===== config.mk =====
export PLATFORM = sky130hd
export DESIGN_NAME = twi_reg_write_target
export DESIGN_NICKNAME = d
export VERILOG_FILES = /design/src/rtl/twi_tgt_pkg.sv /design/src/rtl/twi_line_sync.sv /design/src/rtl/twi_frame_fsm.sv /design/src/rtl/twi_reg_write_target.sv
export SDC_FILE = /design/constraint.sdc
export NUM_CORES = 1
export LEC_CHECK = 0
export BUFFER_PORTS_ARGS = -buffer_cell sky130_fd_sc_hd__buf_2
export CORE_MARGIN = 5
export CORE_UTILIZATION = 35
export CTS_CLUSTER_SIZE = 16
export DETAILED_ROUTE_END_ITERATION = 6
export PLACE_DENSITY_LB_ADDON = 0.12
export SLEW_MARGIN = 0
export SYNTH_ARGS = -nofsm -noshare
export SYNTH_HDL_FRONTEND = slang
export SYNTH_SLANG_ARGS = --single-unit
export TNS_END_PERCENT = 20

===== constraint.sdc =====
create_clock -name clk -period 3.4 [get_ports clk]
set_input_delay 0.17 -clock clk [delete_from_list [all_inputs] [get_ports clk]]
set_output_delay 0.17 -clock clk [all_outputs]
set_load 0.02 [all_outputs]

===== src/rtl/twi_tgt_pkg.sv =====
package twi_tgt_pkg;
  localparam int BYTE_W = 8;

  typedef enum logic [1:0] {
    ST_IDLE = 2'd0,
    ST_RX   = 2'd1,
    ST_ACK  = 2'd2
  } twi_state_e;
endpackage


===== src/rtl/twi_line_sync.sv =====
module twi_line_sync #(
  parameter int SYNC_STAGES = 2
) (
  input  logic clk,
  input  logic rst,
  input  logic scl_i,
  input  logic sda_i,
  output logic scl_lvl,
  output logic sda_lvl,
  output logic scl_rise,
  output logic scl_fall,
  output logic start_det,
  output logic stop_det
);
  logic [SYNC_STAGES-1:0] scl_pipe;
  logic [SYNC_STAGES-1:0] sda_pipe;
  logic                   scl_prev;
  logic                   sda_prev;

  generate
    if (SYNC_STAGES > 1) begin : g_multi
      always_ff @(posedge clk) begin
        if (rst) begin
          scl_pipe <= '1;
          sda_pipe <= '1;
        end else begin
          scl_pipe <= {scl_pipe[SYNC_STAGES-2:0], scl_i};
          sda_pipe <= {sda_pipe[SYNC_STAGES-2:0], sda_i};
        end
      end
    end else begin : g_single
      always_ff @(posedge clk) begin
        if (rst) begin
          scl_pipe <= '1;
          sda_pipe <= '1;
        end else begin
          scl_pipe <= scl_i;
          sda_pipe <= sda_i;
        end
      end
    end
  endgenerate

  assign scl_lvl = scl_pipe[SYNC_STAGES-1];
  assign sda_lvl = sda_pipe[SYNC_STAGES-1];

  always_ff @(posedge clk) begin
    if (rst) begin
      scl_prev <= 1'b1;
      sda_prev <= 1'b1;
    end else begin
      scl_prev <= scl_lvl;
      sda_prev <= sda_lvl;
    end
  end

  assign scl_rise  = scl_lvl & ~scl_prev;
  assign scl_fall  = ~scl_lvl & scl_prev;
  assign start_det = scl_lvl & scl_prev & sda_prev & ~sda_lvl;
  assign stop_det  = scl_lvl & scl_prev & ~sda_prev & sda_lvl;
endmodule


===== src/rtl/twi_frame_fsm.sv =====
module twi_frame_fsm
  import twi_tgt_pkg::*;
#(
  parameter logic [6:0] DEV_ADDR_LO = 7'h1A,
  parameter logic [6:0] DEV_ADDR_HI = 7'h1B,
  parameter int         DATA_W      = 16
) (
  input  logic              clk,
  input  logic              rst,
  input  logic              scl_lvl,
  input  logic              sda_lvl,
  input  logic              scl_rise,
  input  logic              scl_fall,
  input  logic              start_det,
  input  logic              stop_det,
  input  logic              addr_sel,
  output logic              sda_oe,
  output logic              commit,
  output logic [BYTE_W-1:0] commit_addr,
  output logic [DATA_W-1:0] commit_data
);
  localparam int N_DATA_BYTES = DATA_W / BYTE_W;
  localparam int LAST_IDX     = 1 + N_DATA_BYTES;
  localparam int IDX_W        = $clog2(LAST_IDX + 1);
  localparam int ACC_W        = DATA_W - BYTE_W;
  localparam int CNT_W        = $clog2(BYTE_W + 1);

  twi_state_e        state_q;
  logic [CNT_W-1:0]  bit_cnt_q;
  logic [IDX_W-1:0]  byte_idx_q;
  logic [BYTE_W-1:0] shreg_q;
  logic [BYTE_W-1:0] raddr_q;
  logic [ACC_W-1:0]  acc_q;
  logic              oe_q;
  logic [6:0]        my_addr;
  logic              addr_ok;
  logic              byte_done;
  logic              is_last;

  assign my_addr   = addr_sel ? DEV_ADDR_HI : DEV_ADDR_LO;
  assign addr_ok   = (shreg_q[BYTE_W-1:1] == my_addr) && !shreg_q[0];
  assign byte_done = scl_fall && (bit_cnt_q == CNT_W'(BYTE_W));
  assign is_last   = (byte_idx_q == IDX_W'(LAST_IDX));

  always_ff @(posedge clk) begin
    if (rst) begin
      state_q    <= ST_IDLE;
      bit_cnt_q  <= '0;
      byte_idx_q <= '0;
      shreg_q    <= '0;
      raddr_q    <= '0;
      acc_q      <= '0;
      oe_q       <= 1'b0;
    end else if (start_det) begin
      state_q    <= ST_RX;
      bit_cnt_q  <= '0;
      byte_idx_q <= '0;
      oe_q       <= 1'b0;
    end else if (stop_det) begin
      state_q <= ST_IDLE;
      oe_q    <= 1'b0;
    end else begin
      case (state_q)
        ST_RX: begin
          if (scl_rise && (bit_cnt_q < CNT_W'(BYTE_W))) begin
            shreg_q   <= {shreg_q[BYTE_W-2:0], sda_lvl};
            bit_cnt_q <= bit_cnt_q + CNT_W'(1);
          end else if (byte_done) begin
            if (byte_idx_q == '0) begin
              if (addr_ok) begin
                state_q <= ST_ACK;
                oe_q    <= 1'b1;
              end else begin
                state_q <= ST_IDLE;
              end
            end else begin
              if (byte_idx_q == IDX_W'(1)) raddr_q <= shreg_q;
              else if (!is_last) acc_q <= ACC_W'({acc_q, shreg_q});
              state_q <= ST_ACK;
              oe_q    <= 1'b1;
            end
          end
        end
        ST_ACK: begin
          if (scl_fall) begin
            oe_q <= 1'b0;
            if (is_last) begin
              state_q <= ST_IDLE;
            end else begin
              state_q    <= ST_RX;
              bit_cnt_q  <= '0;
              byte_idx_q <= byte_idx_q + IDX_W'(1);
            end
          end
        end
        default: ;
      endcase
    end
  end

  assign sda_oe      = oe_q;
  assign commit      = (state_q == ST_ACK) && scl_fall && is_last && !start_det && !stop_det;
  assign commit_addr = raddr_q;
  assign commit_data = {acc_q, shreg_q};

  AST_STOP_TO_IDLE: assert property (@(posedge clk) disable iff (rst)
    stop_det && !start_det |=> (state_q == ST_IDLE) && !oe_q);
  AST_START_RESTARTS: assert property (@(posedge clk) disable iff (rst)
    start_det |=> (state_q == ST_RX) && (bit_cnt_q == '0) && (byte_idx_q == '0));
  AST_OE_SCL_LOW: assert property (@(posedge clk) disable iff (rst)
    (oe_q != $past(oe_q)) |-> !$past(scl_lvl));
  AST_ACK_AFTER_BYTE: assert property (@(posedge clk) disable iff (rst)
    $rose(oe_q) |-> ($past(bit_cnt_q) == CNT_W'(BYTE_W)));
endmodule


===== src/rtl/twi_reg_write_target.sv =====
module twi_reg_write_target
  import twi_tgt_pkg::*;
#(
  parameter logic [6:0] DEV_ADDR_LO = 7'h1A,
  parameter logic [6:0] DEV_ADDR_HI = 7'h1B,
  parameter int         SYNC_STAGES = 2,
  parameter int         DATA_W      = 16
) (
  input  logic              clk,
  input  logic              rst,
  input  logic              scl_i,
  input  logic              sda_i,
  output logic              sda_oe_o,
  input  logic              addr_sel_i,
  output logic [BYTE_W-1:0] reg_addr_o,
  output logic [DATA_W-1:0] reg_data_o,
  output logic              wr_strobe_o
);
  logic              scl_lvl, sda_lvl, scl_rise, scl_fall, start_det, stop_det;
  logic              commit;
  logic [BYTE_W-1:0] commit_addr;
  logic [DATA_W-1:0] commit_data;

  twi_line_sync #(.SYNC_STAGES(SYNC_STAGES)) u_sync (
    .clk(clk), .rst(rst), .scl_i(scl_i), .sda_i(sda_i),
    .scl_lvl(scl_lvl), .sda_lvl(sda_lvl), .scl_rise(scl_rise),
    .scl_fall(scl_fall), .start_det(start_det), .stop_det(stop_det)
  );

  twi_frame_fsm #(
    .DEV_ADDR_LO(DEV_ADDR_LO), .DEV_ADDR_HI(DEV_ADDR_HI), .DATA_W(DATA_W)
  ) u_fsm (
    .clk(clk), .rst(rst), .scl_lvl(scl_lvl), .sda_lvl(sda_lvl),
    .scl_rise(scl_rise), .scl_fall(scl_fall), .start_det(start_det),
    .stop_det(stop_det), .addr_sel(addr_sel_i), .sda_oe(sda_oe_o),
    .commit(commit), .commit_addr(commit_addr), .commit_data(commit_data)
  );

  always_ff @(posedge clk) begin
    if (rst) begin
      wr_strobe_o <= 1'b0;
      reg_addr_o  <= '0;
      reg_data_o  <= '0;
    end else begin
      wr_strobe_o <= commit;
      if (commit) begin
        reg_addr_o <= commit_addr;
        reg_data_o <= commit_data;
      end
    end
  end

  AST_STROBE_SINGLE: assert property (@(posedge clk) disable iff (rst)
    wr_strobe_o |=> !wr_strobe_o);
  AST_OUT_HOLD: assert property (@(posedge clk) disable iff (rst)
    !wr_strobe_o |-> $stable(reg_addr_o) && $stable(reg_data_o));
endmodule


* Yosys cells after proc, flatten, opt, wreduce, memory -nomap -nowiden
Cells that the tools add are included.
** Storage, ports and cells
- Word-level logic and storage cells :: 93
- Bits of input ports :: 5
- Output and inout bits :: 26
- Flip-flop bits (word level) :: 64
** Cells by class
- Equal/unequal tests :: 15
- Mux-type cells :: 20
- Bitwise operators :: 17
- Reductions and logical operators :: 23
- Magnitude comparators :: 1
- $add $sub $neg :: 2
** Operators with widths (number)
- $reduce_and A4 Y1 :: 4
- $mux W4 :: 3
- $mux W2 :: 5
- $not A1 Y1 :: 10
- $reduce_and A5 Y1 :: 2
- $mux W1 :: 9
- $ne A4 B1 Y1 const B :: 2
- $pmux W4 S2 :: 1
- $reduce_and A8 Y1 :: 1
- $and A1 B1 Y1 :: 7
- $eq A7 B7 Y1 :: 1
- $logic_and A1 B1 Y1 :: 7
- $reduce_and A7 Y1 :: 1
- $ne A2 B1 Y1 const B :: 3
- $add A4 B1 Y4 const B :: 1
- $eq A2 B1 Y1 const B :: 2
- $eq A2 B2 Y1 const B :: 2
- $eq A4 B4 Y1 const B :: 1
- $lt A4 B4 Y1 const B :: 1
- $ne A2 B2 Y1 const B :: 2
- $ne A4 B2 Y1 const B :: 1
- $pmux W2 S2 :: 1
- $reduce_bool A4 Y1 :: 1
- $logic_not A1 Y1 :: 3
- 7 further kinds :: 7

* Depth between registers and ports, before layout
- Depth in word-level cells :: 10
- Mapped depth :: 8
- Mapped depth without buffers :: 7

* Cells and area by module
From an unflattened synthesis, not the netlist that was laid out.
** Unflattened totals
- Cell total of the unflattened synthesis :: 270
- Area, all modules :: 2648.8 µm²
** Modules (own cells, without submodules)
- twi_frame_fsm :: times used 1, area each 1556.5 µm², cells each 174, seq. area each 660.6 µm²
- twi_reg_write_target :: times used 1, area each 902.1 µm², cells each 80, seq. area each 500.5 µm²
- twi_line_sync :: times used 1, area each 190.2 µm², cells each 16, seq. area each 120.1 µm²

* Worst setup path after synthesis
Ideal clock, no wire load.
- Kind :: register -> register
- From :: reg u_fsm.shreg_q[7]
- To :: reg u_fsm.oe_q, in the netlist u_fsm.sda_oe
- Clock period less this slack :: 1821 ps
- Buffers on the path :: 0
- Setup slack :: 1579 ps
- Data arrival time :: 1697 ps
- Data required time :: 3277 ps
- Cell stages (with the launch flop) :: 5
- Library setup time :: 123 ps
- Path through :: dfxtp_1 -> or4b_1 -> o41a_1 -> a21oi_1 -> mux2_1
** Between the ends
- Word-level cells in the longest chain between the ends :: 4
** RTL lines
- from (decl) :: RTL line twi_frame_fsm.sv:31 : logic [BYTE_W-1:0] shreg_q;
- from (signal assigned) :: RTL line twi_frame_fsm.sv:66 : shreg_q <= {shreg_q[BYTE_W-2:0], sda_lvl};
- $eq A7 B7 Y1 :: RTL line twi_frame_fsm.sv:41 : assign addr_ok = (shreg_q[BYTE_W-1:1] == my_addr) && !shreg_q[0];
- $logic_and A1 B1 Y1 :: RTL line twi_frame_fsm.sv:41
- $ne A3 B2 Y1 (no line)
- $reduce_and A5 Y1 (no line)
- to (signal assigned) :: RTL line twi_frame_fsm.sv:53 : oe_q <= 1'b0;
- to (signal assigned) :: RTL line twi_frame_fsm.sv:58 : oe_q <= 1'b0;
- to (signal assigned) :: RTL line twi_frame_fsm.sv:61 : oe_q <= 1'b0;
- to (decl) :: RTL line twi_frame_fsm.sv:34 : logic oe_q;
Every way passes these cells.
A chain may end at the register's enable or synchronous reset.

* Worst setup path in the final report
- From :: reg u_fsm.bit_cnt_q[0]
- To :: reg u_fsm.raddr_q[0], in the netlist u_fsm.commit_addr[0]
** Between the ends
- Word-level cells in the longest chain between the ends :: 4
** RTL lines
- from (decl) :: RTL line twi_frame_fsm.sv:29 : logic [CNT_W-1:0] bit_cnt_q;
- from (signal assigned) :: RTL line twi_frame_fsm.sv:67 : bit_cnt_q <= bit_cnt_q + CNT_W'(1);
- $lt A4 B4 Y1 :: RTL line twi_frame_fsm.sv:65 : if (scl_rise && (bit_cnt_q < CNT_W'(BYTE_W))) begin
- $logic_and A1 B1 Y1 :: RTL line twi_frame_fsm.sv:65
- $not A1 Y1 (no line)
- $reduce_and A7 Y1 (no line) *
- to (signal assigned) :: RTL line twi_frame_fsm.sv:77 : if (byte_idx_q == IDX_W'(1)) raddr_q <= shreg_q;
- to (decl) :: RTL line twi_frame_fsm.sv:32 : logic [BYTE_W-1:0] raddr_q;
Every way passes the cells marked *; elsewhere a longest branch is shown, timed or not.

==> results.rst <==
.. list-table::
   :header-rows: 1

   * - Metric
     - Value
   * - Result of the run
     - completed
   * - Initial standard-cell utilization of the core
     - 0.362
   * - Number of filler instances in the final layout
     - 730
   * - Buffers inserted during post-CTS setup optimization
     - 0
   * - Detailed-route via count
     - approximately 1900
   * - Max Buffers Root-to-Sink
     - 2
   * - Post-synth EDFFs
     - 0
   * - Number of diodes added for antenna fixing
     - 0
   * - Capture point of the worst reg-to-reg path
     - u_fsm.commit_addr[0]
   * - Cell Count Post-Placement
     - ~400
   * - Seq/Total Area, Yosys
     - 0.518
   * - Core area
     - 6830 µm²
   * - Count of warnings emitted by yosys
     - 0
   * - Register cell area after layout
     - 1280 µm²
   * - Antenna viol nets, final
     - 0
   * - Critical Path Source
     - u_fsm.bit_cnt_q[0]
   * - Hold slack final
     - 0.101 ns
   * - Layout net count
     - 331
   * - Worst skew pair latency
     - 0.34 ns
   * - Total Wirelength
     - roughly 5300 µm
   * - Top_reg_cell synth
     - dfxtp_1
   * - Number of library cell types mapped by synthesis
     - 31
   * - Pin count of the biggest net entering global routing
     - 50
   * - Number of endpoints failing setup at the final stage
     - 0
   * - Setup repair after global routing missed its margin
     - false
   * - Remaining global-route overflow
     - 0
   * - Wire length of the first global-routing pass
     - 9030 µm
   * - Ranking of synthesized cells by instance count
     - nand2_1, dfxtp_1, a21oi_1
   * - Final Critical Period
     - ~2.0 ns
   * - Capturing element type of the critical path
     - flop
   * - Critical setup path kind
     - reg2reg
   * - Final total negative setup slack
     - 0 ns
   * - Sink Count
     - 64
   * - Worst-case vdd ir drop
     - approximately 0.00027 V
   * - Actual transition at the worst max-transition pin
     - between 0.8 and 0.9 ns
   * - Post-route insts no fill
     - 420
   * - FF-to-FF Start
     - u_fsm.bit_cnt_q[0]
   * - Top fanout value on the critical path
     - 8
   * - Area of the mapped netlist
     - 2470 µm²
   * - HP Class
     - in2reg
   * - Cell with the most instances after synthesis
     - nand2_1
   * - Cell area power density
     - 492 nW/µm²
   * - TritonCTS clock tree
     - done
   * - Average wire per cell in the routed design
     - 12.6 µm
   * - Standby leakage power
     - 0.00121 µW
   * - Area fraction of the dominant cell type after synthesis
     - 0.518
   * - # DRC
     - 0
   * - Register bit count reported by yosys
     - 64
   * - Via count of the first global-routing pass
     - around 1800
   * - Clock root buffer
     - clkbuf_8
   * - Htree depth
     - 3
   * - Final count of pins violating max slew
     - 0
   * - Setup slack of the most critical reg-to-reg path
     - 1.39 ns
   * - Die footprint
     - roughly 9000 µm²
   * - Detail Placement HPWL
     - roughly 3400 µm
   * - Average instance area after synthesis
     - 8.56 µm²
   * - Initial antenna violation count
     - 0
   * - Mapped Cells
     - 289
   * - Fraction of the cycle the final worst path needs
     - 0.591
   * - Net count after synthesis
     - 301
   * - Cell type contributing the most total cell area after synthesis
     - dfxtp_1
   * - Detailed router's first-iteration violation count
     - 83
   * - Mean number of vias per cell
     - 4.57
   * - Worst relative slew slack
     - 0.426
   * - Die Width
     - approximately 94 µm
   * - Synth area leaders
     - dfxtp_1, nand2_1, a21oi_1, mux2i_1, nor2_1
   * - Max-capacitance violation count
     - 0
   * - CTS clock-pin slew for the worst setup and hold paths
     - about 0.070 ns
   * - Cell area after placement
     - 2710 µm²
   * - IO Pins
     - 31
   * - Multi-input logic area
     - 1110 µm²
   * - Number of I/O port buffers
     - 30
   * - Post-synth ARST share
     - 0
   * - Number of hold-slack violations in the final timing report
     - 0
   * - Post-route design area
     - 2920 µm²
   * - Required time worst endpoint
     - 3.61 ns
   * - Worst Skew
     - 0.0114 ns
   * - CP arrival
     - 2.22 ns
   * - TritonCTS buffer count
     - 9
   * - Startpoint types
     - flop
   * - Die Y-Extent
     - 94.1 µm
   * - Global placer's final weighted congestion
     - 0.764
   * - Share of layout cells above drive strength 1
     - 0.173
   * - Floorplan row count
     - 30
   * - Number of search-and-repair iterations in the first detailed-routing pass
     - 4
   * - Overall track demand over capacity in global routing
     - 0.132
   * - Endpoint of the worst setup timing path
     - u_fsm.commit_addr[0]
   * - Highest achievable clock rate
     - 0.498 GHz
   * - Worst Reg-to-Reg Cells
     - 7
   * - Layout Area Growth over Synthesis
     - 18.2%
-- critical path, stage by stage (launching register included) --
cell,delay (ns)
dfxtp_1,0.36
inv_1,0.07
ha_1,0.14
nand2_1,0.05
nor3_1,0.30
nand4b_1,0.57
mux2i_1,0.33
nor2_1,0.06
-- area by class of cell --
type	count	share of cell area
clock buffers	11	0.0484
flip-flops and latches	64	0.438
clock inverters	5	0.0193
repair buffers	35	0.0659
inverters	7	0.00899
well taps	96	0.0411
multi-input cells	202	0.378
-- sequential cells by signal, indices dropped and copies added (netlist names) --
register	count
u_sync.scl_pipe	2
u_fsm.shreg_q	8
reg_data_o	16
u_fsm.byte_idx_q	2
u_fsm.acc_q	8
u_fsm.commit_addr	8
u_fsm.state_q	2
reg_addr_o	8
u_sync.sda_prev	1
u_sync.sda_pipe	2
u_sync.scl_prev	1
u_fsm.bit_cnt_q	4
wr_strobe_o	1
u_fsm.sda_oe	1
-- where the power goes --
group / internal (µW) / switching, µW / leakage, µW
sequential: 754 / 3.46 / 0.000517
clock: 357 / 292 / 0.0000993
combinational: 11.9 / 20.6 / 0.000596
-- timing repair --
action / CTS / global route
endpoints found under the hold margin: 2 / 0
hold buffers: 2 / 0
endpoints found under the setup margin: 0 / 0
gates resized for setup: 0 / 0
-- per-stage QoR --
stage / total power, µW / util / worst slack, ns
finish: 1440 / 0.428 / 1.39
global route: 1500 / 0.428 / 1.15
CTS: 1460 / 0.428 / 1.36
detailed placement: 805 / 0.396 / 1.40
global placement: 806 / 0.396 / 1.42
floorplan: 796 / - / 1.58
-- logic make-up (layout without fill, tap and decap cells) --
logic type,after synthesis,in the layout,share of synthesized area
AO/OA/AOI/OAI,51,51,0.110
XOR/XNOR,3,3,0.0106
adder cells (fa/ha/maj),7,7,0.0354
buffers and inverters,23,58,0.0349
flip-flops,64,64,0.518
multiplexers,17,17,0.0693
AND/OR/NAND/NOR,124,124,0.222
-- how the worst min path moves through the flow --
stage / to / cells after the start / start
after floorplan: u_sync.scl_pipe[0] / 1 / scl_i
after detailed placement: u_sync.scl_pipe[0] / 2 / scl_i
after global routing: u_fsm.state_q[0] / 2 / rst
after CTS: u_fsm.state_q[0] / 2 / rst
after global placement: u_sync.scl_pipe[0] / 2 / scl_i
final: u_fsm.state_q[0] / 2 / rst
-- metal layers --
metal | vias to the layer above | GRT usage | wire length (µm)
met4 | 0 | 0.0481 | 82
met5 | - | 0 | 0
li1 | 1015 | - | -
met3 | 10 | 0.0513 | 253
met2 | 36 | 0.187 | 2210
met1 | 859 | 0.180 | 2740
-- cell usage in the layout, fill, tap and decap left out, drive strengths merged, types with 3 or more instances in the layout --
| cell type | netlist | routed |
|---|---|---|
| nand3 | 3 | 3 |
| nor2 | 28 | 28 |
| clkinv | 0 | 3 |
| dfxtp | 64 | 64 |
| clkbuf | 16 | 11 |
| nand2 | 69 | 69 |
| a21oi | 41 | 41 |
| nand4b | 4 | 4 |
| buf | 0 | 33 |
| ha | 7 | 7 |
| or2 | 6 | 6 |
| inv | 7 | 7 |
| o21ai | 6 | 6 |
| mux2i | 16 | 16 |
No activity file was read; power rests on OpenSTA's default activity.
